<file path="config.mk">
export PLATFORM = sky130hd
export DESIGN_NAME = tw_ctrl_slave
export DESIGN_NICKNAME = d
export VERILOG_FILES = /design/src/rtl/tw_ctrl_pkg.sv /design/src/rtl/tw_ctrl_sync.sv /design/src/rtl/tw_ctrl_frontend.sv /design/src/rtl/tw_ctrl_banks.sv /design/src/rtl/tw_ctrl_slave.sv
export SDC_FILE = /design/constraint.sdc
export NUM_CORES = 1
export LEC_CHECK = 0
export ABC_AREA = 1
export ABC_CLOCK_PERIOD_IN_PS = 2350
export BUFFER_PORTS_ARGS = -buffer_cell sky130_fd_sc_hd__buf_2
export CORE_UTILIZATION = 60
export DETAILED_ROUTE_END_ITERATION = 7
export MAX_ROUTING_LAYER = met4
export PLACE_DENSITY = 0.84
export SLEW_MARGIN = 40
export SYNTH_ARGS = -nofsm -noshare
export SYNTH_HDL_FRONTEND = slang
export SYNTH_SLANG_ARGS = --single-unit
</file>
<file path="constraint.sdc">
create_clock -name clk -period 2.35 [get_ports clk]
set_clock_uncertainty 0.1 [all_clocks]
set_input_delay 0.47 -clock clk [delete_from_list [all_inputs] [get_ports clk]]
set_output_delay 0.47 -clock clk [all_outputs]
set_load 0.01 [all_outputs]
</file>
<file path="src/rtl/tw_ctrl_pkg.sv">
package tw_ctrl_pkg;

    typedef enum logic [1:0] {
        XM_IDLE   = 2'd0,
        XM_LOAD_A = 2'd1,
        XM_LOAD_B = 2'd2,
        XM_READ   = 2'd3
    } xfer_mode_e;

    localparam int ADDR_W = 8;

    // First bit on the wire ends up in bit 0
    localparam logic [ADDR_W-1:0] ADDR_LOAD_A = 8'h48;
    localparam logic [ADDR_W-1:0] ADDR_LOAD_B = 8'h49;
    localparam logic [ADDR_W-1:0] ADDR_READ   = 8'h4A;

    function automatic xfer_mode_e decode_addr(input logic [ADDR_W-1:0] a);
        case (a)
            ADDR_LOAD_A: return XM_LOAD_A;
            ADDR_LOAD_B: return XM_LOAD_B;
            ADDR_READ:   return XM_READ;
            default:     return XM_IDLE;
        endcase
    endfunction

    function automatic logic is_load(input xfer_mode_e m);
        return (m == XM_LOAD_A) || (m == XM_LOAD_B);
    endfunction

endpackage

</file>
<file path="src/rtl/tw_ctrl_sync.sv">
module tw_ctrl_sync #(
    parameter int WIDTH  = 3,
    parameter int STAGES = 2
) (
    input  logic             clk,
    input  logic             rst,
    input  logic [WIDTH-1:0] raw,
    output logic [WIDTH-1:0] level,
    output logic [WIDTH-1:0] rise,
    output logic [WIDTH-1:0] fall
);

    logic [STAGES-1:0][WIDTH-1:0] chain;
    logic [WIDTH-1:0]             prev;

    always_ff @(posedge clk) begin
        if (rst) begin
            chain <= '0;
            prev  <= '0;
        end else begin
            for (int s = STAGES - 1; s > 0; s--) begin
                chain[s] <= chain[s-1];
            end
            chain[0] <= raw;
            prev     <= chain[STAGES-1];
        end
    end

    assign level = chain[STAGES-1];
    assign rise  = level & ~prev;
    assign fall  = ~level & prev;

endmodule

</file>
<file path="src/rtl/tw_ctrl_frontend.sv">
module tw_ctrl_frontend
    import tw_ctrl_pkg::*;
#(
    parameter int WORD_W = 32
) (
    input  logic              clk,
    input  logic              rst,
    input  logic              ce_lvl,
    input  logic              ce_rise,
    input  logic              ce_fall,
    input  logic              sclk_rise,
    input  logic              sclk_fall,
    input  logic              din_lvl,
    input  logic [WORD_W-1:0] status_word,
    output xfer_mode_e        mode,
    output logic [1:0]        commit,
    output logic [WORD_W-1:0] rx_word,
    output logic              sdo_pull_low
);

    localparam int CNT_W   = $clog2(WORD_W + 2);
    localparam int CNT_SAT = WORD_W + 1;

    logic [ADDR_W-1:0] addr_sr;
    logic [WORD_W-1:0] out_sr;
    logic [CNT_W-1:0]  bit_cnt;

    always_ff @(posedge clk) begin
        if (rst) begin
            addr_sr      <= '0;
            out_sr       <= '1;
            rx_word      <= '0;
            bit_cnt      <= '0;
            mode         <= XM_IDLE;
            commit       <= '0;
            sdo_pull_low <= 1'b0;
        end else begin
            commit <= '0;
            if (ce_rise) begin
                mode    <= decode_addr(addr_sr);
                bit_cnt <= '0;
                out_sr  <= status_word;
            end else if (ce_fall) begin
                if (bit_cnt == CNT_W'(WORD_W)) begin
                    commit[0] <= (mode == XM_LOAD_A);
                    commit[1] <= (mode == XM_LOAD_B);
                end
                mode <= XM_IDLE;
            end else if (ce_lvl) begin
                if (sclk_rise && is_load(mode)) begin
                    rx_word <= {din_lvl, rx_word[WORD_W-1:1]};
                    if (bit_cnt != CNT_W'(CNT_SAT)) begin
                        bit_cnt <= bit_cnt + 1'b1;
                    end
                end
                if (sclk_fall && (mode == XM_READ)) begin
                    out_sr <= {out_sr[WORD_W-2:0], 1'b1};
                end
            end else if (sclk_rise) begin
                addr_sr <= {din_lvl, addr_sr[ADDR_W-1:1]};
            end
            sdo_pull_low <= ce_lvl && (mode == XM_READ) && !out_sr[WORD_W-1];
        end
    end

endmodule

</file>
<file path="src/rtl/tw_ctrl_banks.sv">
module tw_ctrl_banks #(
    parameter int WORD_W    = 32,
    parameter int NUM_BANKS = 2
) (
    input  logic                              clk,
    input  logic                              rst,
    input  logic [NUM_BANKS-1:0]              commit,
    input  logic [WORD_W-1:0]                 word,
    output logic [NUM_BANKS-1:0][WORD_W-1:0]  banks
);

    for (genvar b = 0; b < NUM_BANKS; b++) begin : g_bank
        always_ff @(posedge clk) begin
            if (rst) begin
                banks[b] <= '0;
            end else if (commit[b]) begin
                banks[b] <= word;
            end
        end
    end

endmodule

</file>
<file path="src/rtl/tw_ctrl_slave.sv">
module tw_ctrl_slave
    import tw_ctrl_pkg::*;
#(
    parameter int WORD_W      = 32,
    parameter int SYNC_STAGES = 2
) (
    input  logic              clk,
    input  logic              rst,
    input  logic              ser_ce,
    input  logic              ser_clk,
    input  logic              ser_din,
    input  logic [WORD_W-1:0] status_word,
    output logic              sdo_pull_low,
    output logic [WORD_W-1:0] bank_a,
    output logic [WORD_W-1:0] bank_b
);

    localparam int LINES = 3;

    logic [LINES-1:0] lvl, rise, fall;
    logic             ce_lvl;
    xfer_mode_e       mode;
    logic [1:0]       commit;
    logic [WORD_W-1:0] rx_word;
    logic [1:0][WORD_W-1:0] banks;

    tw_ctrl_sync #(.WIDTH(LINES), .STAGES(SYNC_STAGES)) u_sync (
        .clk   (clk),
        .rst   (rst),
        .raw   ({ser_din, ser_clk, ser_ce}),
        .level (lvl),
        .rise  (rise),
        .fall  (fall)
    );

    assign ce_lvl = lvl[0];

    tw_ctrl_frontend #(.WORD_W(WORD_W)) u_front (
        .clk          (clk),
        .rst          (rst),
        .ce_lvl       (ce_lvl),
        .ce_rise      (rise[0]),
        .ce_fall      (fall[0]),
        .sclk_rise    (rise[1]),
        .sclk_fall    (fall[1]),
        .din_lvl      (lvl[2]),
        .status_word  (status_word),
        .mode         (mode),
        .commit       (commit),
        .rx_word      (rx_word),
        .sdo_pull_low (sdo_pull_low)
    );

    tw_ctrl_banks #(.WORD_W(WORD_W), .NUM_BANKS(2)) u_banks (
        .clk    (clk),
        .rst    (rst),
        .commit (commit),
        .word   (rx_word),
        .banks  (banks)
    );

    assign bank_a = banks[0];
    assign bank_b = banks[1];

endmodule

</file>
**Word-level counts from Yosys, hierarchy flattened**

Index checks and enable logic that the tools add are counted.
W data, S select, Z words.

- Output and inout port bits: 65
- Register bits: 155
- Logic and storage cells: 52

- Reduce and logical (&&, ||, !) cells: 15
- Equality and inequality tests: 9
- Bitwise operators: 8
- $add $sub $neg: 1
- Muxes and demuxes: 7

Operators by type and width:

| kind | count |
|---|---|
| $mux W32 | 4 |
| $eq A8 B7 Y1 const B | 3 |
| $reduce_and A4 Y1 | 3 |
| $add A6 B1 Y6 const B | 1 |
| $eq A6 B6 Y1 const B | 1 |
| $ne A6 B6 Y1 const B | 1 |
| $pmux W2 S3 | 1 |
| $reduce_bool A2 Y1 | 3 |
| $and A2 B2 Y2 | 2 |
| $eq A2 B2 Y1 const B | 2 |
| $logic_and A1 B1 Y1 | 4 |
| $mux W2 | 2 |
| $not A1 Y1 | 4 |
| $not A2 Y2 | 2 |
| $reduce_or A4 Y1 | 1 |
| $reduce_and A3 Y1 | 1 |
| $eq A2 B1 Y1 const B | 1 |
| $ne A2 B2 Y1 const B | 1 |
| $reduce_or A2 Y1 | 1 |
| $logic_not A1 Y1 | 1 |
| $logic_or A1 B1 Y1 | 1 |

**Longest topological paths before layout**

Gate-level depths: netlist of run 1.

- Word-level depth: 7
- Gate-level depth with buffers: 10
- Mapped depth without buffers: 9

**By module**

A second synthesis of run 1 with hierarchy kept.

- Cells, all modules: 854
- Area total of the unflattened synthesis: 6321.1 µm²

Modules (own cells, without submodules):

| module | times used | area an instance (µm²) | cells each |
|---|---|---|---|
| tw_ctrl_frontend | 1 | 3437.0 | 441 |
| tw_ctrl_banks | 1 | 2568.7 | 373 |
| tw_ctrl_sync | 1 | 315.3 | 40 |

**Worst setup path before layout of run 1**

Ideal clock, no wire load.

- Path kind: flip-flop to flip-flop
- From: register u_sync.chain, in the netlist u_sync.level[0]
- To: register u_front.addr_sr[5]
- Library setup time: 0.119 ns
- Cell stages (with the launch flop): 8
- Arrival: 1.330 ns
- Clock period less this slack: 1.549 ns
- Setup slack: 0.801 ns
- Path through: dfxtp_1 inv_1 ha_1 inv_1 nand3_2 buf_4 o21ai_0 a21oi_1

- Longest elaborated chain between the ends: 4
- Elaborated cells on any way between the ends: 7
- Those cells by class: 6 x bitwise; 1 x reduce/logical

Ends and longest elaborated chain:

| element | line | RTL |
|---|---|---|
| start, declared | tw_ctrl_sync.sv:13 | `logic [STAGES-1:0][WIDTH-1:0] chain;` |
| start signal, assigned by index | tw_ctrl_sync.sv:22 | `chain[s] <= chain[s-1];` |
| $not A2 Y2 | tw_ctrl_sync.sv:31 | `assign fall = ~level & prev;` |
| $and A2 B2 Y2 | tw_ctrl_sync.sv:31 |  |
| $not A1 Y1 (no line) | -- |  |
| $reduce_and A4 Y1 (no line) (*) | -- |  |
| end signal, assigned | tw_ctrl_frontend.sv:60 | `addr_sr <= {din_lvl, addr_sr[ADDR_W-1:1]};` |
| end, declared | tw_ctrl_frontend.sv:24 | `logic [ADDR_W-1:0] addr_sr;` |

Mark *: on every way between the ends. The rest lies on a longest branch, timed or not.
A chain may end at the register's enable or synchronous reset.

**Worst setup path after layout of run 1**

- From: register u_sync.prev[0]
- To: register u_front.out_sr[29]

- Longest elaborated chain between the ends: 4
- Elaborated cells on any way between the ends: 8
- Those cells by class: 1 x eq/ne; 1 x mux; 3 x bitwise; 3 x reduce/logical

Ends and longest elaborated chain:

| element | line | RTL |
|---|---|---|
| start, declared | tw_ctrl_sync.sv:14 | `logic [WIDTH-1:0] prev;` |
| start signal, assigned | tw_ctrl_sync.sv:25 | `prev <= chain[STAGES-1];` |
| $not A2 Y2 | tw_ctrl_sync.sv:30 | `assign rise = level & ~prev;` |
| $and A2 B2 Y2 | tw_ctrl_sync.sv:30 |  |
| $ne A2 B2 Y1 (no line) or $reduce_bool A2 Y1 (tied branches) | -- |  |
| $reduce_and A3 Y1 (no line) | -- |  |
| end signal, assigned | tw_ctrl_frontend.sv:42 | `out_sr <= status_word;` |
| end signal, assigned | tw_ctrl_frontend.sv:57 | `out_sr <= {out_sr[WORD_W-2:0], 1'b1};` |
| end, declared | tw_ctrl_frontend.sv:25 | `logic [WORD_W-1:0] out_sr;` |

Several ways; a longest one is shown, not always the timed one.

==> results of run 1 <==
## routing by layer
metal  global-route usage, %  vias up
li1                        -     2758
met1                   32.69     2564
met2                   46.51      204
met3                   5.424       18
met4                   11.48        0
met5                       -        -
## final cells by class
class	instances	area [um2]	area share, %
clock buffers	21	449.2	6.323
clock inverters	11	111.4	1.567
inverters	39	146.4	2.061
multi-input cells	571	2542	35.79
flip-flops and latches	155	3103	43.68
well taps	133	166.4	2.342
repair buffers	110	585.6	8.242
## synth_stat cells, drive strengths merged
master / n / area, um2
nand3: 71 / 360.3
dfxtp: 155 / 3103
buf: 29 / 202.7
ha: 8 / 100.1
nand2: 210 / 798.3
inv: 39 / 146.4
o21ai: 79 / 395.4
xor2: 2 / 17.52
a21oi: 53 / 280.3
nand4: 4 / 25.02
clkbuf: 27 / 101.4
nor2: 140 / 540.5
nor3: 4 / 20.02
## sequential cells by signal (all words and copies together) (netlist names)
| signal | count |
|---|---|
| u_banks.banks | 64 |
| u_front.addr_sr | 8 |
| u_front.bit_cnt | 6 |
| u_front.commit | 2 |
| u_front.mode | 2 |
| u_front.out_sr | 32 |
| u_front.rx_word | 32 |
| u_front.sdo_pull_low | 1 |
| u_sync.chain | 3 |
| u_sync.level | 3 |
| u_sync.prev | 2 |
## cells by family (layout without fill, tap and decap cells)
family	Yosys count	in the layout	share of synthesized area, %
and+or+nand+nor	429	429	28.64
DFF	155	155	50.95
AOI/OAI and AO/OA	132	132	11.09
buffers and inverters	95	181	7.395
adders and majority gates	8	8	1.643
xor gates and xnor gates	2	2	0.2876
## power by group
group	leakage, nW	switching (W)	internal [W]
Sequential	1.25	0.0000215	0.00267
Combinational	1.96	0.000151	0.0000835
Clock	0.258	0.00108	0.00147
Total	3.47	0.00125	0.00422
## critical path: cells and delay by family (launching register included)
| family | cells | cell delay, ps |
|---|---|---|
| fa+ha+maj | 1 | 210 |
| buf+inv | 2 | 490 |
| flops | 1 | 350 |
| simple gates | 4 | 850 |
## stage by stage
step / hold slack (ps) / power (W) / cell area, um2 / cells
6_report: 63.25 / 0.005475 / 7104 / 1040
5_1_grt: 75.25 / 0.005638 / 7104 / 1040
4_1_cts: 47.03 / 0.005484 / 7099 / 1040
3_5_place_dp: 298.5 / 0.002975 / 6539 / 1008
3_3_place_gp: 294.9 / 0.002966 / 6539 / 1008
2_1_floorplan: 288.3 / 0.002914 / 6091 / 821
## timing repair
item / in CTS / in global routing
hold buffers: 0 / 0
gates resized for setup: 0 / 1
endpoints found under the setup margin: 0 / 2
endpoints found under the hold margin: 0 / 0
## final timing paths
kind / start / to / cells past startpoint
worst max-delay path: u_sync.prev[0] / u_front.out_sr[29] / 7
worst min-delay path: ser_clk / u_sync.chain[1] / 3
worst max register to register: u_sync.prev[0] / u_front.out_sr[29] / 7
worst min register to register: u_sync.chain[0] / u_sync.level[0] / 2
==> summary.md, run 1 <==
| Metric | Value |
|---|---|
| Result of the run | `finished clean` |
| Wire length of the first global-routing pass | `22.24 mm` |
| Met3 Wirelength | `715 um` |
| Arrival time worst endpoint | `2430 ps` |
| Unrepaired setup endpoints after global routing | `false` |
| Routed via count divided by cell count | `5.331` |
| Critical-path top delay cell | `sky130_fd_sc_hd__nand2_2` |
| Synth warnings | `0` |
| CTS root buf | `sky130_fd_sc_hd__clkbuf_8` |
| Iteration-0 DRC count of the detailed router | `313` |
| Power Dens Cells | `770.7 nW/um2` |
| Count of pins on the block boundary | `102` |
| Required time at the worst-slack endpoint | `2700 ps` |
| H-tree depth reported by CTS | `4` |
| Clk pin slew, worst setup/hold paths | `60 ps` |
| Slew Limit Headroom | `60.62%` |
| Pins over their slew limit | `0` |
| Synthesized area | `6091 um2` |
| Commonest non-fill, non-tap cell in the layout | `sky130_fd_sc_hd__nand2_1` |
| Fraction of the cycle the final worst path needs | `88.45%` |
| Top Metal Used | `met4` |
| Proportion of synthesized chip area in sequential cells | `50.94%` |
| Slack of the worst reg-to-reg path | `270 ps` |
| Fill count | `788` |
| TritonCTS buffer count | `17` |
| Detailed-route wire length per cell | `13.58 um` |
| Fin Setup TNS | `0 ps` |
| Detailed placer's ending HPWL | `8.513 mm` |
| Layout Area Growth over Synthesis | `16.64%` |
| DIE AREA | `10,560 um2` |
| Least-Margin Pin Slew | `588.6 ps` |
| Number of standard-cell rows in the floorplan | `36` |
| Worst Hold Class | `in -> reg` |
| Number of flip-flops and latches in the synthesized netlist | `155` |
| Synth Net Count | `866` |
| Starting utilization of the core area | `62.03%` |
| Fmax | `0.4811 GHz` |
| Slowest Stage Delay on Critical Path | `470 ps` |
| Category of the worst setup path capture point | `flip-flop` |
| Leakage | `3.472 nW` |
| Largest fanout of any net on the critical path | `34` |
| GR Overflow Total | `0` |
| Initial antenna violation count | `0` |
| Commonest cells after routing, fill and taps aside | `sky130_fd_sc_hd__nand2_1, sky130_fd_sc_hd__dfxtp_1, sky130_fd_sc_hd__nor2_1` |
| Syn_area_per_cell | `7.419 um2` |
| Final core utilization | `72.35%` |
| Layout net count | `939` |
| Setup slack at placement | `258.8 ps` |
| Core Box Area | `9819 um2` |
| Detailed Routing Iterations Pass 1 | `5` |
| Aggregate routed wire length | `14.12 mm` |
| Count of cell types in the netlist | `22` |
| Count of endpoints failing hold in the final timing report | `0` |
| N_diodes | `0` |
| Post-layout worst setup margin | `271.4 ps` |
| Clock latency on the worst-skew pair | `510 ps` |
| Syn Inst Count | `821` |
| Final weighted congestion of routability-driven global placement | `0.8095` |
| Count of input and output buffers | `101` |
| Final ANT Viol Nets | `0` |
| Die height | `102.8 um` |
| # Max-Cap Violations | `0` |
| Largest net degree at the start of global routing | `108` |
| Startpoint class of the critical path | `flip-flop` |
| Most common cell type on the critical path | `sky130_fd_sc_hd__nand2_1` |
| Number of buffers on the longest clock path | `2` |
| Number of endpoints failing setup at the final stage | `0` |
| List of cells traversed by the critical path | `inv_1 > ha_1 > inv_2 > nand2_1 > nand2_2 > nand2_1 > nand3_1` |
| Width of the chip | `102.8 um` |
| Met2 wire length | `7.043 mm` |
| DR vias | `5,544` |
| Vias in the first global route | `5,076` |
| VDD IR max | `0.0005172 V` |
| Clock Sink Count | `155` |
| Number of buffers inserted by post-CTS setup repair | `0` |
| Worst Path Class, Setup | `reg -> reg` |
| Post-route met1 wirelength | `6.222 mm` |
| Share of layout cells above drive strength 1 | `16.87%` |
| Clock tree from TritonCTS | `done` |
| Shortest period the worst path allows | `2079 ps` |
| All-Layer GR Usage | `27.76%` |
| Post-route DRC violation count | `0` |
(Power assumes the default switching activity.)
==> run 2: changes to the inputs <==
--- a/config.mk
+++ b/config.mk
@@ -6,12 +6,12 @@
 export NUM_CORES = 1
 export LEC_CHECK = 0
 export ABC_AREA = 1
-export ABC_CLOCK_PERIOD_IN_PS = 2350
+export ABC_CLOCK_PERIOD_IN_PS = 2200
 export BUFFER_PORTS_ARGS = -buffer_cell sky130_fd_sc_hd__buf_2
-export CORE_UTILIZATION = 60
+export CORE_UTILIZATION = 56
 export DETAILED_ROUTE_END_ITERATION = 7
 export MAX_ROUTING_LAYER = met4
-export PLACE_DENSITY = 0.84
+export PLACE_DENSITY = 0.79
 export SLEW_MARGIN = 40
 export SYNTH_ARGS = -nofsm -noshare
 export SYNTH_HDL_FRONTEND = slang
==> constraint.sdc (replaced) <==
create_clock -name clk -period 2.2 [get_ports clk]
set_clock_uncertainty 0.1 [all_clocks]
set_input_delay 0.44 -clock clk [delete_from_list [all_inputs] [get_ports clk]]
set_output_delay 0.44 -clock clk [all_outputs]
set_load 0.01 [all_outputs]
==> summary.md, run 2 (synthesis gave the netlist of run 1 again) <==
| Metric | Value |
|---|---|
| Result of the run | `finished clean` |
| Slew Limit Headroom | `58.10%` |
| Wire length of the first global-routing pass | `23.18 mm` |
| Clock latency on the worst-skew pair | `520 ps` |
| Count of input and output buffers | `101` |
| VDD IR max | `0.0004444 V` |
| Hold worst-path end | `u_sync.chain[1]` |
| Leakage | `3.538 nW` |
| Total non-filler cell area in the finished layout | `7207 um2` |
| Commonest non-fill, non-tap cell in the layout | `sky130_fd_sc_hd__nand2_1` |
| Layout Area Growth over Synthesis | `18.32%` |
| Share of layout cells above drive strength 1 | `17.25%` |
| Final weighted congestion of routability-driven global placement | `0.8179` |
| Count of endpoints failing hold in the final timing report | `0` |
| Hold path startpoint | `ser_clk` |
| Largest fanout of any net on the critical path | `35` |
| Post-route DRC violation count | `0` |
| Detailed Routing Iterations Pass 1 | `5` |
| Number of buffers inserted for hold repair after clock tree synthesis | `0` |
| Aggregate routed wire length | `13.92 mm` |
| Detailed placer's ending HPWL | `8.682 mm` |
| Worst Path Class, Setup | `reg -> reg` |
| Routed via count divided by cell count | `5.299` |
| Final ANT Viol Nets | `0` |
| Slack of the worst reg-to-reg path | `210 ps` |
| Endpoint of the most critical register-to-register path | `u_front.rx_word[28]` |
| Largest net degree at the start of global routing | `49` |
| Category of the worst setup path capture point | `flip-flop` |
| Largest register FFs | `64` |
| Least-Margin Pin Slew | `626.3 ps` |
| Startpoint of the worst-slack reg-to-reg timing path | `u_front.mode[0]` |
| TritonCTS buffer count | `17` |
| Hold path depth | `3` |
| # Max-Cap Violations | `0` |
| Clock Sink Count | `155` |
| Power Dens Cells | `852.5 nW/um2` |
| Die height | `106.3 um` |
| Initial antenna violation count | `0` |
| Starting utilization of the core area | `58.47%` |
| Width of the chip | `106.3 um` |
| GR Overflow Total | `0` |
| CTS root buf | `sky130_fd_sc_hd__clkbuf_8` |
| Commonest cells after routing, fill and taps aside | `sky130_fd_sc_hd__nand2_1, sky130_fd_sc_hd__dfxtp_1, sky130_fd_sc_hd__nor2_1` |
| Top Registers | `u_banks.banks x64, u_front.out_sr x32, u_front.rx_word x32` |
| Number of endpoints failing setup at the final stage | `0` |
| Number of standard-cell rows in the floorplan | `37` |
| Vias in the first global route | `5,112` |
| Pins over their slew limit | `0` |
| Required time at the worst-slack endpoint | `2480 ps` |
| Iteration-0 DRC count of the detailed router | `446` |
| Count of pins on the block boundary | `102` |
| All-Layer GR Usage | `25.96%` |
| Fin Setup TNS | `0 ps` |
| DR vias | `5,543` |
| Fraction of the cycle the final worst path needs | `90.66%` |
| Detailed-route wire length per cell | `13.30 um` |
| Unrepaired setup endpoints after global routing | `false` |
| Cell count of the worst reg-to-reg path | `8` |
| Layout net count | `942` |
| Clock tree from TritonCTS | `done` |
| Post-cts resize count | `0` |
| Largest register by flop count | `u_banks.banks` |
| Fmax | `0.5014 GHz` |
| Arrival time worst endpoint | `2280 ps` |
| DIE AREA | `11,300 um2` |
| N_diodes | `0` |
| Number of buffers on the longest clock path | `2` |
| Dpl cell area | `6590 um2` |
| Core Box Area | `10,420 um2` |
| Fill count | `842` |
| H-tree depth reported by CTS | `4` |
| Worst Hold Class | `in -> reg` |
| Startpoint class of the critical path | `flip-flop` |
| Number of buffers inserted by post-CTS setup repair | `0` |
| Shortest period the worst path allows | `1995 ps` |
| Clk pin slew, worst setup/hold paths | `60 ps` |
-- run 2: stage by stage --
step	hold WS [ps]	power [W]	setup slack [ps]	util [%]	instances
2_1_floorplan	288.3	0.003113	650.6	-	821
3_3_place_gp	297.7	0.003176	335.9	63.27	1014
3_5_place_dp	298.8	0.003186	246.1	63.27	1014
4_1_cts	14.05	0.006181	231.4	69.19	1046
5_1_grt	33.37	0.006332	39.48	69.19	1046
6_report	25.82	0.006144	205.5	69.19	1046
-- run 2: worst max-delay path, cell delays in order, from the launching register on --
cell and delay [ps]:
sky130_fd_sc_hd__dfxtp_1 400, sky130_fd_sc_hd__inv_1 60, sky130_fd_sc_hd__ha_1 310, sky130_fd_sc_hd__inv_1 70, sky130_fd_sc_hd__nand2_2 60, sky130_fd_sc_hd__nor2_4 110
sky130_fd_sc_hd__nand2_2 380, sky130_fd_sc_hd__o21ai_0 320, sky130_fd_sc_hd__a21oi_1 60
-- run 2: power by group --
group	internal, W	leakage [nW]	switching [W]
sequential	0.00285	1.25	0.0000242
clock	0.00178	0.306	0.00124
combinational	0.0000940	1.98	0.000160
-- run 2: layer usage --
metal  vias up  routed length [um]  track usage (%)
li1       2768                   -                -
met1      2572                6212            31.76
met2       178                6799            43.23
met3        25                 714            4.353
met4         0                 189            9.325
met5         -                   0                -
-- run 2: area by class of cell --
cell class              instances  area, um2  area share, %
flip-flops and latches        155       3103          43.06
multi-input cells             571       2537          35.21
repair buffers                113      633.1          8.785
clock buffers                  17      414.1          5.747
clock inverters                15      202.7          2.812
well taps                     136      170.2          2.361
inverters                      39      146.4          2.031
-- run 2: how the worst max path moves through the flow --
stage,from,to,slack [ps],cells after the start
floorplan,u_sync.level[0],u_front.addr_sr[5],650,7
global placement,u_front.mode[0],u_front.rx_word[28],340,8
detailed placement,u_front.mode[0],u_front.rx_word[29],250,8
CTS,u_front.mode[0],u_front.rx_word[28],230,8
global route,u_front.mode[0],u_front.rx_word[30],40,8
finish,u_front.mode[0],u_front.rx_word[28],210,8
==> run 3: changes to the inputs <==
--- a/config.mk
+++ b/config.mk
@@ -6,12 +6,12 @@
 export NUM_CORES = 1
 export LEC_CHECK = 0
 export ABC_AREA = 1
-export ABC_CLOCK_PERIOD_IN_PS = 2200
+export ABC_CLOCK_PERIOD_IN_PS = 2500
 export BUFFER_PORTS_ARGS = -buffer_cell sky130_fd_sc_hd__buf_2
-export CORE_UTILIZATION = 56
+export CORE_UTILIZATION = 60
 export DETAILED_ROUTE_END_ITERATION = 7
 export MAX_ROUTING_LAYER = met4
-export PLACE_DENSITY = 0.79
+export PLACE_DENSITY = 0.84
 export SLEW_MARGIN = 40
 export SYNTH_ARGS = -nofsm -noshare
 export SYNTH_HDL_FRONTEND = slang
==> constraint.sdc (replaced) <==
create_clock -name clk -period 2.5 [get_ports clk]
set_clock_uncertainty 0.1 [all_clocks]
set_input_delay 0.5 -clock clk [delete_from_list [all_inputs] [get_ports clk]]
set_output_delay 0.5 -clock clk [all_outputs]
set_load 0.01 [all_outputs]
==> summary.md, run 3 (synthesis gave the netlist of run 1 again) <==
| Metric | Value |
|---|---|
| Shortest period the worst path allows | `2311 ps` |
| H-tree depth reported by CTS | `4` |
| Layout Area Growth over Synthesis | `16.50%` |
| Largest net degree at the start of global routing | `108` |
| Internal portion of total power | `0.003872 W` |
| Least-Margin Pin Slew | `579.7 ps` |
| Detailed-route wire length per cell | `14.05 um` |
| Power Dens Cells | `725.8 nW/um2` |
| Power dissipated by switching net loads | `0.001279 W` |
| Sequential share of power | `49.1%` |
| All-Layer GR Usage | `29.45%` |
| Die height | `102.8 um` |
| Number of buffers inserted for hold repair after clock tree synthesis | `0` |
| N_diodes | `0` |
| Post-layout worst setup margin | `188.8 ps` |
| Worst Hold Class | `in -> reg` |
| Number of standard-cell rows in the floorplan | `36` |
| Detailed Routing Iterations Pass 1 | `5` |
| Clock tree from TritonCTS | `done` |
| VDD IR max | `0.0004581 V` |
| Combinational share of power | `4.3%` |
| Post-cts resize count | `0` |
| Largest register FFs | `64` |
| Count of endpoints failing hold in the final timing report | `0` |
| Slew Limit Headroom | `61.22%` |
| Leakage | `3.480 nW` |
| Number of buffers on the longest clock path | `2` |
| Layout net count | `939` |
| Count of input and output buffers | `101` |
| Post-route DRC violation count | `0` |
| Fill count | `773` |
| Share of total power in the clock network | `46.6%` |
| Arrival time worst endpoint | `2680 ps` |
| Largest register by flop count | `u_banks.banks` |
| Aggregate routed wire length | `14.61 mm` |
| Commonest cells after routing, fill and taps aside | `sky130_fd_sc_hd__nand2_1, sky130_fd_sc_hd__dfxtp_1, sky130_fd_sc_hd__nor2_1` |
| Overall power consumption | `0.005150 W` |
| Worst Path Class, Setup | `reg -> reg` |
| GR Overflow Total | `0` |
| Fmax | `0.4327 GHz` |
| Startpoint class of the critical path | `flip-flop` |
| Fraction of the cycle the final worst path needs | `92.45%` |
| DR vias | `5,605` |
| Area of the multi-input gates | `2537 um2` |
| Detailed placer's ending HPWL | `8.603 mm` |
| Iteration-0 DRC count of the detailed router | `260` |
| Share of layout cells above drive strength 1 | `17.09%` |
| Clock latency on the worst-skew pair | `530 ps` |
| Final ANT Viol Nets | `0` |
| TritonCTS buffer count | `17` |
| Count of pins on the block boundary | `102` |
| Largest fanout of any net on the critical path | `34` |
| Initial antenna violation count | `0` |
| Top Registers | `u_banks.banks x64, u_front.out_sr x32, u_front.rx_word x32` |
| Fin Setup TNS | `0 ps` |
| CTS root buf | `sky130_fd_sc_hd__clkbuf_8` |
| Required time at the worst-slack endpoint | `2870 ps` |
| Category of the worst setup path capture point | `flip-flop` |
| Clk pin slew, worst setup/hold paths | `60 ps` |
| Result of the run | `finished clean` |
| Setup slack at placement | `262.2 ps` |
| Width of the chip | `102.8 um` |
| Reg area | `3103 um2` |
| Core Box Area | `9819 um2` |
| Number of buffers inserted by post-CTS setup repair | `0` |
| Unrepaired setup endpoints after global routing | `false` |
| Final weighted congestion of routability-driven global placement | `0.7935` |
| Wire length of the first global-routing pass | `23.49 mm` |
| Vias in the first global route | `5,161` |
| Routed via count divided by cell count | `5.389` |
| DIE AREA | `10,560 um2` |
| Starting utilization of the core area | `62.03%` |
| Number of endpoints failing setup at the final stage | `0` |
| Switching share of power | `24.82%` |
| Clock Sink Count | `155` |
| # Max-Cap Violations | `0` |
| Commonest non-fill, non-tap cell in the layout | `sky130_fd_sc_hd__nand2_1` |
| Pins over their slew limit | `0` |
[run 3: final cells by class]
type	count	area share, %
timing repair buffer	110	8.253
sequential	155	43.73
clock buffer	18	6.031
multi-input combinational	571	35.76
tap	133	2.345
inverter	39	2.063
clock inverter	14	1.816
[run 3: critical path, stage by stage, from the launching register on]
cell and delay (ps):
sky130_fd_sc_hd__dfxtp_1 440, sky130_fd_sc_hd__ha_1 410, sky130_fd_sc_hd__inv_2 330, sky130_fd_sc_hd__a21oi_4 470
sky130_fd_sc_hd__buf_4 300, sky130_fd_sc_hd__nand2_1 100, sky130_fd_sc_hd__nand3_1 80
[run 3: through the flow]
step / hold WS, ps / cells / cell area, um2 / util (%)
floorplan: 288.3 / 821 / 6091 / -
global placement: 291.2 / 1008 / 6539 / 66.59
detailed placement: 295.8 / 1008 / 6539 / 66.59
CTS: 62.08 / 1040 / 7096 / 72.26
global route: 73.52 / 1040 / 7096 / 72.26
finish: 73.38 / 1040 / 7096 / 72.26
[run 3: final timing paths]
check | startpoint | end | slack [ps] | cells past startpoint
min reg2reg | u_sync.chain[1] | u_sync.level[1] | 300 | 2
max | u_sync.level[0] | u_front.out_sr[27] | 190 | 6
min | ser_ce | u_sync.chain[0] | 70 | 3
max reg2reg | u_sync.level[0] | u_front.out_sr[27] | 190 | 6
[run 3: layer usage]
metal  up-vias  global-route usage, %  share of wire [%]
met3        35                  5.288                6.7
met5         -                      -                  0
met2       240                  48.56                 49
met1      2572                  34.55                 42
met4         0                  14.95                2.4
li1       2758                      -                  -
[run 3: power by group through the flow]
stage	logic [W]	registers, W	clock network [W]
CTS	0.000222	0.00253	0.00242
global route	0.000251	0.00253	0.00252
floorplan	0.000163	0.00258	0
detailed placement	0.000217	0.00258	0
finish	0.000222	0.00253	0.00240
global placement	0.000208	0.00258	0
